===== src/rtl/pciWr64Pkg.sv =====
package pciWr64Pkg;

  typedef enum logic [2:0] {
    S_IDLE,
    S_REQ,
    S_ADDR,
    S_CLAIM,
    S_DATA,
    S_ABORT,
    S_TURN
  } busState_e;

  localparam int ST_W    = 11;
  localparam int ST_ADDR = 2;
  localparam int ST_DATA = 3;
  localparam int ST_WIDE = 9;
  localparam int ST_ERR  = 10;

  localparam logic [3:0] CMD_MEM_WR = 4'b0111;

  // strobes from the sequencer to the datapath
  typedef struct packed {
    logic capStart;   // latch start address
    logic capBe;      // latch burst-wide byte enables
    logic pipeLoad;   // take a local word into the holding register
    logic selAddr;    // drive address/command instead of data
    logic busOe;      // own AD and C/BE
    logic useWordBe;  // per-word byte enables
  } dpStrobe_t;

endpackage


===== src/rtl/pciWr64Dpath.sv =====
module pciWr64Dpath
  import pciWr64Pkg::*;
#(
  parameter int DATA_W = 64,
  parameter int BE_W   = DATA_W / 8
) (
  input  logic              clk,
  input  logic              rstN,
  input  dpStrobe_t         strb,
  input  logic [DATA_W-1:0] startAddr,
  input  logic [DATA_W-1:0] locData,
  input  logic [BE_W-1:0]   locBe,
  output logic [DATA_W-1:0] adOut,
  output logic              adOe,
  output logic [BE_W-1:0]   cbeOut
);

  logic [DATA_W-1:0] addrQ;
  logic [DATA_W-1:0] pipeData;
  logic [BE_W-1:0]   pipeBe;
  logic [BE_W-1:0]   beFixQ;

  always_ff @(posedge clk or negedge rstN) begin
    if (!rstN) begin
      addrQ    <= '0;
      pipeData <= '0;
      pipeBe   <= '0;
      beFixQ   <= '0;
    end else begin
      if (strb.capStart) addrQ <= startAddr;
      if (strb.capBe) beFixQ <= locBe;
      if (strb.pipeLoad) begin
        pipeData <= locData;
        pipeBe   <= locBe;
      end
    end
  end

  always_comb begin
    adOe   = strb.busOe;
    adOut  = '0;
    cbeOut = '0;
    if (strb.busOe) begin
      if (strb.selAddr) begin
        adOut  = addrQ;
        cbeOut = {{(BE_W-4){1'b0}}, CMD_MEM_WR};
      end else begin
        adOut  = pipeData;
        cbeOut = strb.useWordBe ? pipeBe : beFixQ;
      end
    end
  end

  // in fixed mode, byte enables do not move between data cycles
  a_r9_fixed_be_stable: assert property (@(posedge clk) disable iff (!rstN)
    (strb.busOe && !strb.selAddr && !strb.useWordBe &&
     $past(strb.busOe && !strb.selAddr)) |-> $stable(cbeOut));

endmodule


===== src/rtl/pciWr64Ctrl.sv =====
module pciWr64Ctrl
  import pciWr64Pkg::*;
#(
  parameter int LEN_W     = 8,
  parameter int CLAIM_MAX = 5
) (
  input  logic             clk,
  input  logic             rstN,
  input  logic             startReq,
  input  logic [LEN_W-1:0] startLen,
  input  logic             beFollowWord,
  input  logic             locRdy,
  input  logic             gntInN,
  input  logic             devselInN,
  input  logic             tgtRdyN,
  input  logic             wideAckInN,
  output logic             locAck,
  output logic             locXfer,
  output logic [ST_W-1:0]  statusVec,
  output logic             reqOutN,
  output logic             frmOutN,
  output logic             wideReqN,
  output logic             mstRdyN,
  output dpStrobe_t        strb
);

  localparam int CNT_W = $clog2(CLAIM_MAX + 1);
  localparam logic [CNT_W-1:0] CLAIM_LAST = CNT_W'(CLAIM_MAX - 1);

  busState_e        state;
  logic             pipeValid, locRdyQ, wideQ, errQ, beVarQ;
  logic [LEN_W-1:0] fetchLeft, pciLeft;
  logic [CNT_W-1:0] claimCnt;
  logic             active, pciXfer, lastPhase;

  always_comb begin
    active    = (state == S_ADDR) || (state == S_CLAIM) || (state == S_DATA);
    pciXfer   = (state == S_DATA) && pipeValid && !tgtRdyN;
    lastPhase = (state == S_DATA) && pipeValid && (pciLeft == LEN_W'(1));
    reqOutN   = !(state == S_REQ);
    frmOutN   = !((state == S_ADDR) || (state == S_CLAIM) ||
                  ((state == S_DATA) && !lastPhase));
    wideReqN  = frmOutN;
    mstRdyN   = !(((state == S_DATA) && pipeValid) || (state == S_ABORT));
    locAck    = active && (fetchLeft != '0) && (!pipeValid || pciXfer);
    locXfer   = locRdyQ && locAck;

    statusVec          = '0;
    statusVec[ST_ADDR] = (state == S_ADDR) && !gntInN;
    statusVec[ST_DATA] = (state == S_DATA);
    statusVec[ST_WIDE] = (state == S_DATA) && wideQ;
    statusVec[ST_ERR]  = errQ;

    strb.capStart  = (state == S_IDLE) && startReq;
    strb.capBe     = (state == S_ADDR);
    strb.pipeLoad  = locXfer;
    strb.selAddr   = (state == S_ADDR);
    strb.busOe     = active || (state == S_ABORT);
    strb.useWordBe = beVarQ;
  end

  always_ff @(posedge clk or negedge rstN) begin
    if (!rstN) begin
      state     <= S_IDLE;
      pipeValid <= 1'b0;
      locRdyQ   <= 1'b0;
      wideQ     <= 1'b0;
      errQ      <= 1'b0;
      beVarQ    <= 1'b0;
      fetchLeft <= '0;
      pciLeft   <= '0;
      claimCnt  <= '0;
    end else begin
      locRdyQ <= locRdy;
      if (locXfer) fetchLeft <= fetchLeft - 1'b1;
      if (pciXfer) pciLeft <= pciLeft - 1'b1;

      if (state == S_TURN) pipeValid <= 1'b0;
      else if (locXfer)    pipeValid <= 1'b1;
      else if (pciXfer)    pipeValid <= 1'b0;

      unique case (state)
        S_IDLE: if (startReq) begin
          state     <= S_REQ;
          fetchLeft <= startLen;
          pciLeft   <= startLen;
          errQ      <= 1'b0;
          wideQ     <= 1'b0;
          beVarQ    <= beFollowWord;
        end
        S_REQ:  if (!gntInN) state <= S_ADDR;
        S_ADDR: begin
          state    <= S_CLAIM;
          claimCnt <= '0;
        end
        S_CLAIM: begin
          if (!devselInN) begin
            state <= S_DATA;
            wideQ <= !wideAckInN;
          end else if (claimCnt == CLAIM_LAST) begin
            state <= S_ABORT;
            errQ  <= 1'b1;
          end else begin
            claimCnt <= claimCnt + 1'b1;
          end
        end
        S_DATA:  if (pciXfer && (pciLeft == LEN_W'(1))) state <= S_TURN;
        S_ABORT: state <= S_TURN;
        S_TURN:  state <= S_IDLE;
        default: state <= S_IDLE;
      endcase
    end
  end

  // a fresh IRDY assertion inside a framed cycle follows a target claim
  a_r5_irdy_after_claim: assert property (@(posedge clk) disable iff (!rstN)
    ($fell(mstRdyN) && !frmOutN) |-> $past(!devselInN));

  // the local strobe needs last cycle's ready and this cycle's acknowledge
  a_r6_xfer_rule: assert property (@(posedge clk) disable iff (!rstN)
    locXfer |-> ($past(locRdy) && locAck));

  // at most one taken word waits for the bus
  a_r7_one_word_pipe: assert property (@(posedge clk) disable iff (!rstN)
    active |-> ((LEN_W+1)'(pciLeft) <= (LEN_W+1)'(fetchLeft) + 1));

  // once FRAME is released, IRDY holds until the target completes
  a_r10_last_phase_holds: assert property (@(posedge clk) disable iff (!rstN)
    ((state == S_DATA) && frmOutN && tgtRdyN) |=> (frmOutN && !mstRdyN));

  // after the last handshake the control lines go idle
  a_r10_release: assert property (@(posedge clk) disable iff (!rstN)
    (pciXfer && frmOutN) |=> (frmOutN && mstRdyN));

  // an unclaimed cycle ends with the abort pattern and the error bit
  a_r11_master_abort: assert property (@(posedge clk) disable iff (!rstN)
    ((state == S_CLAIM) && devselInN && (claimCnt == CLAIM_LAST)) |=>
      (frmOutN && !mstRdyN && statusVec[ST_ERR]));

endmodule


===== src/rtl/pciWr64Master.sv =====
module pciWr64Master
  import pciWr64Pkg::*;
#(
  parameter int DATA_W    = 64,
  parameter int LEN_W     = 8,
  parameter int CLAIM_MAX = 5
) (
  input  logic                clk,
  input  logic                rstN,
  input  logic                startReq,
  input  logic [DATA_W-1:0]   startAddr,
  input  logic [LEN_W-1:0]    startLen,
  input  logic                beFollowWord,
  input  logic                locRdy,
  input  logic [DATA_W-1:0]   locData,
  input  logic [DATA_W/8-1:0] locBe,
  output logic                locAck,
  output logic                locXfer,
  output logic                locAckLo,
  output logic                locAckHi,
  output logic [10:0]         statusVec,
  output logic                reqOutN,
  input  logic                gntInN,
  output logic                frmOutN,
  output logic                wideReqN,
  output logic                mstRdyN,
  input  logic                devselInN,
  input  logic                tgtRdyN,
  input  logic                wideAckInN,
  output logic [DATA_W-1:0]   adOut,
  output logic                adOe,
  output logic [DATA_W/8-1:0] cbeOut
);

  localparam int BE_W = DATA_W / 8;

  dpStrobe_t strb;

  pciWr64Ctrl #(
    .LEN_W    (LEN_W),
    .CLAIM_MAX(CLAIM_MAX)
  ) u_ctrl (
    .clk         (clk),
    .rstN        (rstN),
    .startReq    (startReq),
    .startLen    (startLen),
    .beFollowWord(beFollowWord),
    .locRdy      (locRdy),
    .gntInN      (gntInN),
    .devselInN   (devselInN),
    .tgtRdyN     (tgtRdyN),
    .wideAckInN  (wideAckInN),
    .locAck      (locAck),
    .locXfer     (locXfer),
    .statusVec   (statusVec),
    .reqOutN     (reqOutN),
    .frmOutN     (frmOutN),
    .wideReqN    (wideReqN),
    .mstRdyN     (mstRdyN),
    .strb        (strb)
  );

  pciWr64Dpath #(
    .DATA_W(DATA_W),
    .BE_W  (BE_W)
  ) u_dpath (
    .clk      (clk),
    .rstN     (rstN),
    .strb     (strb),
    .startAddr(startAddr),
    .locData  (locData),
    .locBe    (locBe),
    .adOut    (adOut),
    .adOe     (adOe),
    .cbeOut   (cbeOut)
  );

  // both halves of a 64-bit word are taken together
  assign locAckLo = locXfer;
  assign locAckHi = locXfer;

endmodule


===== config.mk =====
export PLATFORM = sky130hd
export DESIGN_NAME = pciWr64Master
export DESIGN_NICKNAME = d
export VERILOG_FILES = /design/src/rtl/pciWr64Pkg.sv /design/src/rtl/pciWr64Dpath.sv /design/src/rtl/pciWr64Ctrl.sv /design/src/rtl/pciWr64Master.sv
export SDC_FILE = /design/constraint.sdc
export NUM_CORES = 1
export LEC_CHECK = 0
export BUFFER_PORTS_ARGS = -buffer_cell sky130_fd_sc_hd__buf_2
export CAP_MARGIN = 10
export CORE_MARGIN = 1.5
export CORE_UTILIZATION = 52
export CTS_CLUSTER_SIZE = 30
export DETAILED_ROUTE_END_ITERATION = 10
export GPL_TIMING_DRIVEN = 0
export PLACE_DENSITY = 0.77
export SLEW_MARGIN = 20
export SYNTH_ARGS = -nofsm -noshare
export SYNTH_HDL_FRONTEND = slang
export SYNTH_HIERARCHICAL = 1
export SYNTH_SLANG_ARGS = --single-unit

===== constraint.sdc =====
create_clock -name clk -period 2.8 [get_ports clk]
set_input_delay 0.28 -clock clk [delete_from_list [all_inputs] [get_ports clk]]
set_output_delay 0.28 -clock clk [all_outputs]
set_load 0.01 [all_outputs]

==> results_dict.tcl <==
set metrics [dict create \
    multiInputGateArea_um2 3780 \
    worst_pin_slew_ps 660 \
    swShare_pct 35.0 \
    routedWlPerCell_um 17.3 \
    cts_tree "yes" \
    synthCells 673 \
    grt_pass1_wl_mm 30.9 \
    ant_nets 0 \
    dp_hpwl_mm 14.7 \
    seq_power_share_pct 34.9 \
    synthFlopType "dfrtp_1" \
    drt_iter0_drc 246 \
    ir_drop_uv 740 \
    reg2reg_slack_ps 180 \
    cp_max_fo 10 \
    routabilityCongestion 0.819 \
    drive_above_1_share_pct 50.2 \
    cts.clk_slew.worst_paths_ps 60 \
    critPathRequiredTime_ps 3110 \
    hold_depth 2 \
    numPortBuffers 237 \
    cts_sinks 171 \
    nFillCells 1226 \
    p_int_mw 8.34 \
    final-seq-area_um2 4280 \
    setup_viol 0 \
    cp-start-kind "flip-flop" \
    ys_ff_latch 171 \
    core_area_um2 15900 \
    hold_path.class "input port to flip-flop" \
    critPathKind "flip-flop to flip-flop" \
    critPathArrivalTime_ps 2930 \
    synth.distinct_cells 57 \
    slew_violations 0 \
    via_per_inst 5.19 \
    pwr-share-comb_pct 45.7 \
    remaining_drc_errors 0 \
    min_from "wideAckInN" \
    period_share_pct 93.6 \
    timing.rr.end "u_dpath/pipeData[55]" \
    synth_edf_count 0 \
    r2r_start "u_ctrl/state[1]" \
    yosys_warnings 6 \
    power_mw 12.8 \
    cts_root_buf "clkbuf_16" \
    min_period_ps 2620 \
    wirelength_mm 20.2 \
    antenna_found_initial 3 \
    placed_cell_area_um2 9990 \
    dr_total_vias 6072 \
    max_cap_viol_count 0 \
    die_h_um 131 \
    p_per_area_nw_per_um2 1200 \
    clk_latency_ps 430 \
    io_pins 245 \
    leakage_nw 4.94 \
    p_sw_mw 4.50 \
    hold_viol_final 0 \
    status "finished, final reports clean" \
    die_w_um 131 \
    core.rowCount 46 \
    syn_area_um2 8480 \
    reg2reg_depth 8 \
    max_slew_margin_pct 56.0 \
    p_clk_share_pct 19.4 \
    die_area_um2 17100 \
    rsz0062_at_grt "no" \
    drt_first_pass_iters 5 \
    area_growth_pct 25.7 \
    min_to "u_ctrl/wideQ" \
    finish.utilization_pct 67.1 \
    place_ws_ps 190 \
    post_cts_buffers 0 \
    design_area_um2 10700 \
    syn_avg_cell_area_um2 12.6 \
    setup_slack_ps 179 \
    grt_max_degree 87 \
    grt_usage_pct 24.0 \
    overflow 0 \
    tns_ps 0 \
    finalClockSkew_ps 11.2 \
    async_flop_share_pct 100 \
    ys_seq_area_share_pct 50.5 \
    final_nets 1097 \
    clock.fmax_mhz 381 \
    clockBufferDepth 2 \
    grt_pass1_vias 6170 \
    h-tree-depth 4 \
    cts-buffers-inserted 17 \
    start_util_pct 53.4 \
    critPathCaptureType "flip-flop" \
]
==> metal layers <==
| metal | routed length [µm] | up-vias | track usage, % |
|---|---|---|---|
| li1 | - | 2883 | - |
| met1 | 8340 | 2979 | 28.8 |
| met2 | 10000 | 190 | 40.3 |
| met3 | 1620 | 18 | 8.88 |
| met4 | 248 | 2 | 7.69 |
| met5 | 10 | - | 0 |
==> flip-flops by register name (all words and copies together) (netlist names) <==
| signal | count |
|---|---|
| u_ctrl/fetchLeft | 8 |
| u_dpath/pipeBe | 8 |
| u_ctrl/locRdyQ | 1 |
| u_ctrl/pipeValid | 1 |
| u_ctrl/beVarQ | 1 |
| u_ctrl/errQ | 1 |
| u_ctrl/claimCnt | 3 |
| u_dpath/pipeData | 64 |
| u_ctrl/wideQ | 1 |
| u_dpath/addrQ | 64 |
| u_ctrl/pciLeft | 8 |
| u_ctrl/state | 3 |
| u_dpath/beFixQ | 8 |
==> area by class of cell <==
cell class,instances,share of cell area [%]
Antenna cell,4,0.0940
Buffer,57,3.83
Clock buffer,20,4.29
Clock inverter,12,1.60
Inverter,9,0.317
Multi-Input combinational cell,442,35.5
Sequential cell,171,40.2
Tap cell,216,2.54
Timing Repair Buffer,240,11.7
==> synthesized netlist by cell type, types with 3 or more instances <==
cell	number	area, µm²
o21a_1	4	30.0
nor2_1	28	105
nand2b_1	3	18.8
a211oi_1	4	30.0
nand4_1	5	31.3
a31oi_1	4	25.0
nand2_1	15	56.3
inv_1	9	33.8
clkbuf_1	5	18.8
dfrtp_1	171	4280
buf_4	33	248
o31ai_1	3	22.5
ha_1	6	75.1
mux2_2	148	1670
mux2i_1	70	701
nor3_1	6	30.0
xor2_1	6	52.6
o21ai_0	5	25.0
nand3_1	7	35.0
buf_2	11	55.1
nor4_1	3	18.8
nor2b_1	69	432
a21oi_1	12	60.1
==> power by group through the flow <==
stage / registers [mW] / clock network [mW] / logic, mW
finish: 4.48 / 2.49 / 5.86
detailed placement: 4.50 / 0 / 5.89
floorplan: 4.28 / 0 / 4.23
global placement: 4.44 / 0 / 5.75
global route: 4.63 / 2.64 / 6.39
CTS: 4.48 / 2.55 / 5.93
==> placed cells by master (no fill, tap or decap), types with 3 or more instances in the layout <==
master,Yosys,final
nor4_1,3,3
nor2b_1,69,69
o21ai_0,5,5
mux2_2,148,148
ha_1,6,6
nand3_1,7,7
nor2_1,28,28
clkbuf_1,5,6
diode_2,0,4
buf_2,11,247
a31oi_1,4,4
nor3_1,6,6
nand2_1,15,14
bufinv_16,0,4
a211oi_1,4,4
nand2b_1,3,3
clkbuf_16,0,17
nand4_1,5,5
buf_8,2,3
xor2_1,6,6
buf_4,33,33
a21oi_1,12,12
dfrtp_1,171,171
clkinv_2,0,5
inv_1,9,9
conb_1,1,7
mux2i_1,70,70
o31ai_1,3,3
o21a_1,4,4
==> critical path: stages (launching register included) <==
cell and delay [ps]:
dfrtp_1 370, buf_6 140, nand2b_4 180, o32a_4 390
nor2_1 300, buf_4 170, buf_2 280, buf_4 290
mux2_2 370
==> kinds of logic (layout without fill, tap and decap cells) <==
group	count (synthesis)	after routing	synth area share [%]
xor+xnor	7	7	0.723
mux	218	218	27.9
other cells	1	11	0.0442
buf+inv	66	338	5.21
simple gates	155	155	10.6
fa+ha+maj	6	6	0.886
flops	171	171	50.5
compound gates	49	49	4.13
==> how the worst max path moves through the flow <==
stage	cells after the start	from	slack, ps	to
final	8	u_ctrl/state[1]	180	u_dpath/pipeData[55]
after global placement	1	rstN	-1250	u_dpath/addrQ[45]
after CTS	7	u_ctrl/state[2]	30	adOut[62]
after detailed placement	8	u_ctrl/state[1]	190	u_dpath/pipeData[55]
after floorplan	8	u_ctrl/state[1]	510	u_dpath/pipeBe[0]
after global routing	9	u_ctrl/state[2]	40	adOut[62]
==> through the flow <==
step,hold slack [ps],instances
floorplan,-15.6,679
global placement,389,1132
detailed placement,327,1133
CTS,10.6,1167
global route,18.9,1169
finish,33.4,1171
==> repair_timing <==
action                     CTS  global route
hold buffers                 2             0
setup endpoints to repair    0             7
hold endpoints to repair    86             0
gates resized for setup      0             1
Power figures use the tool's default switching activity.
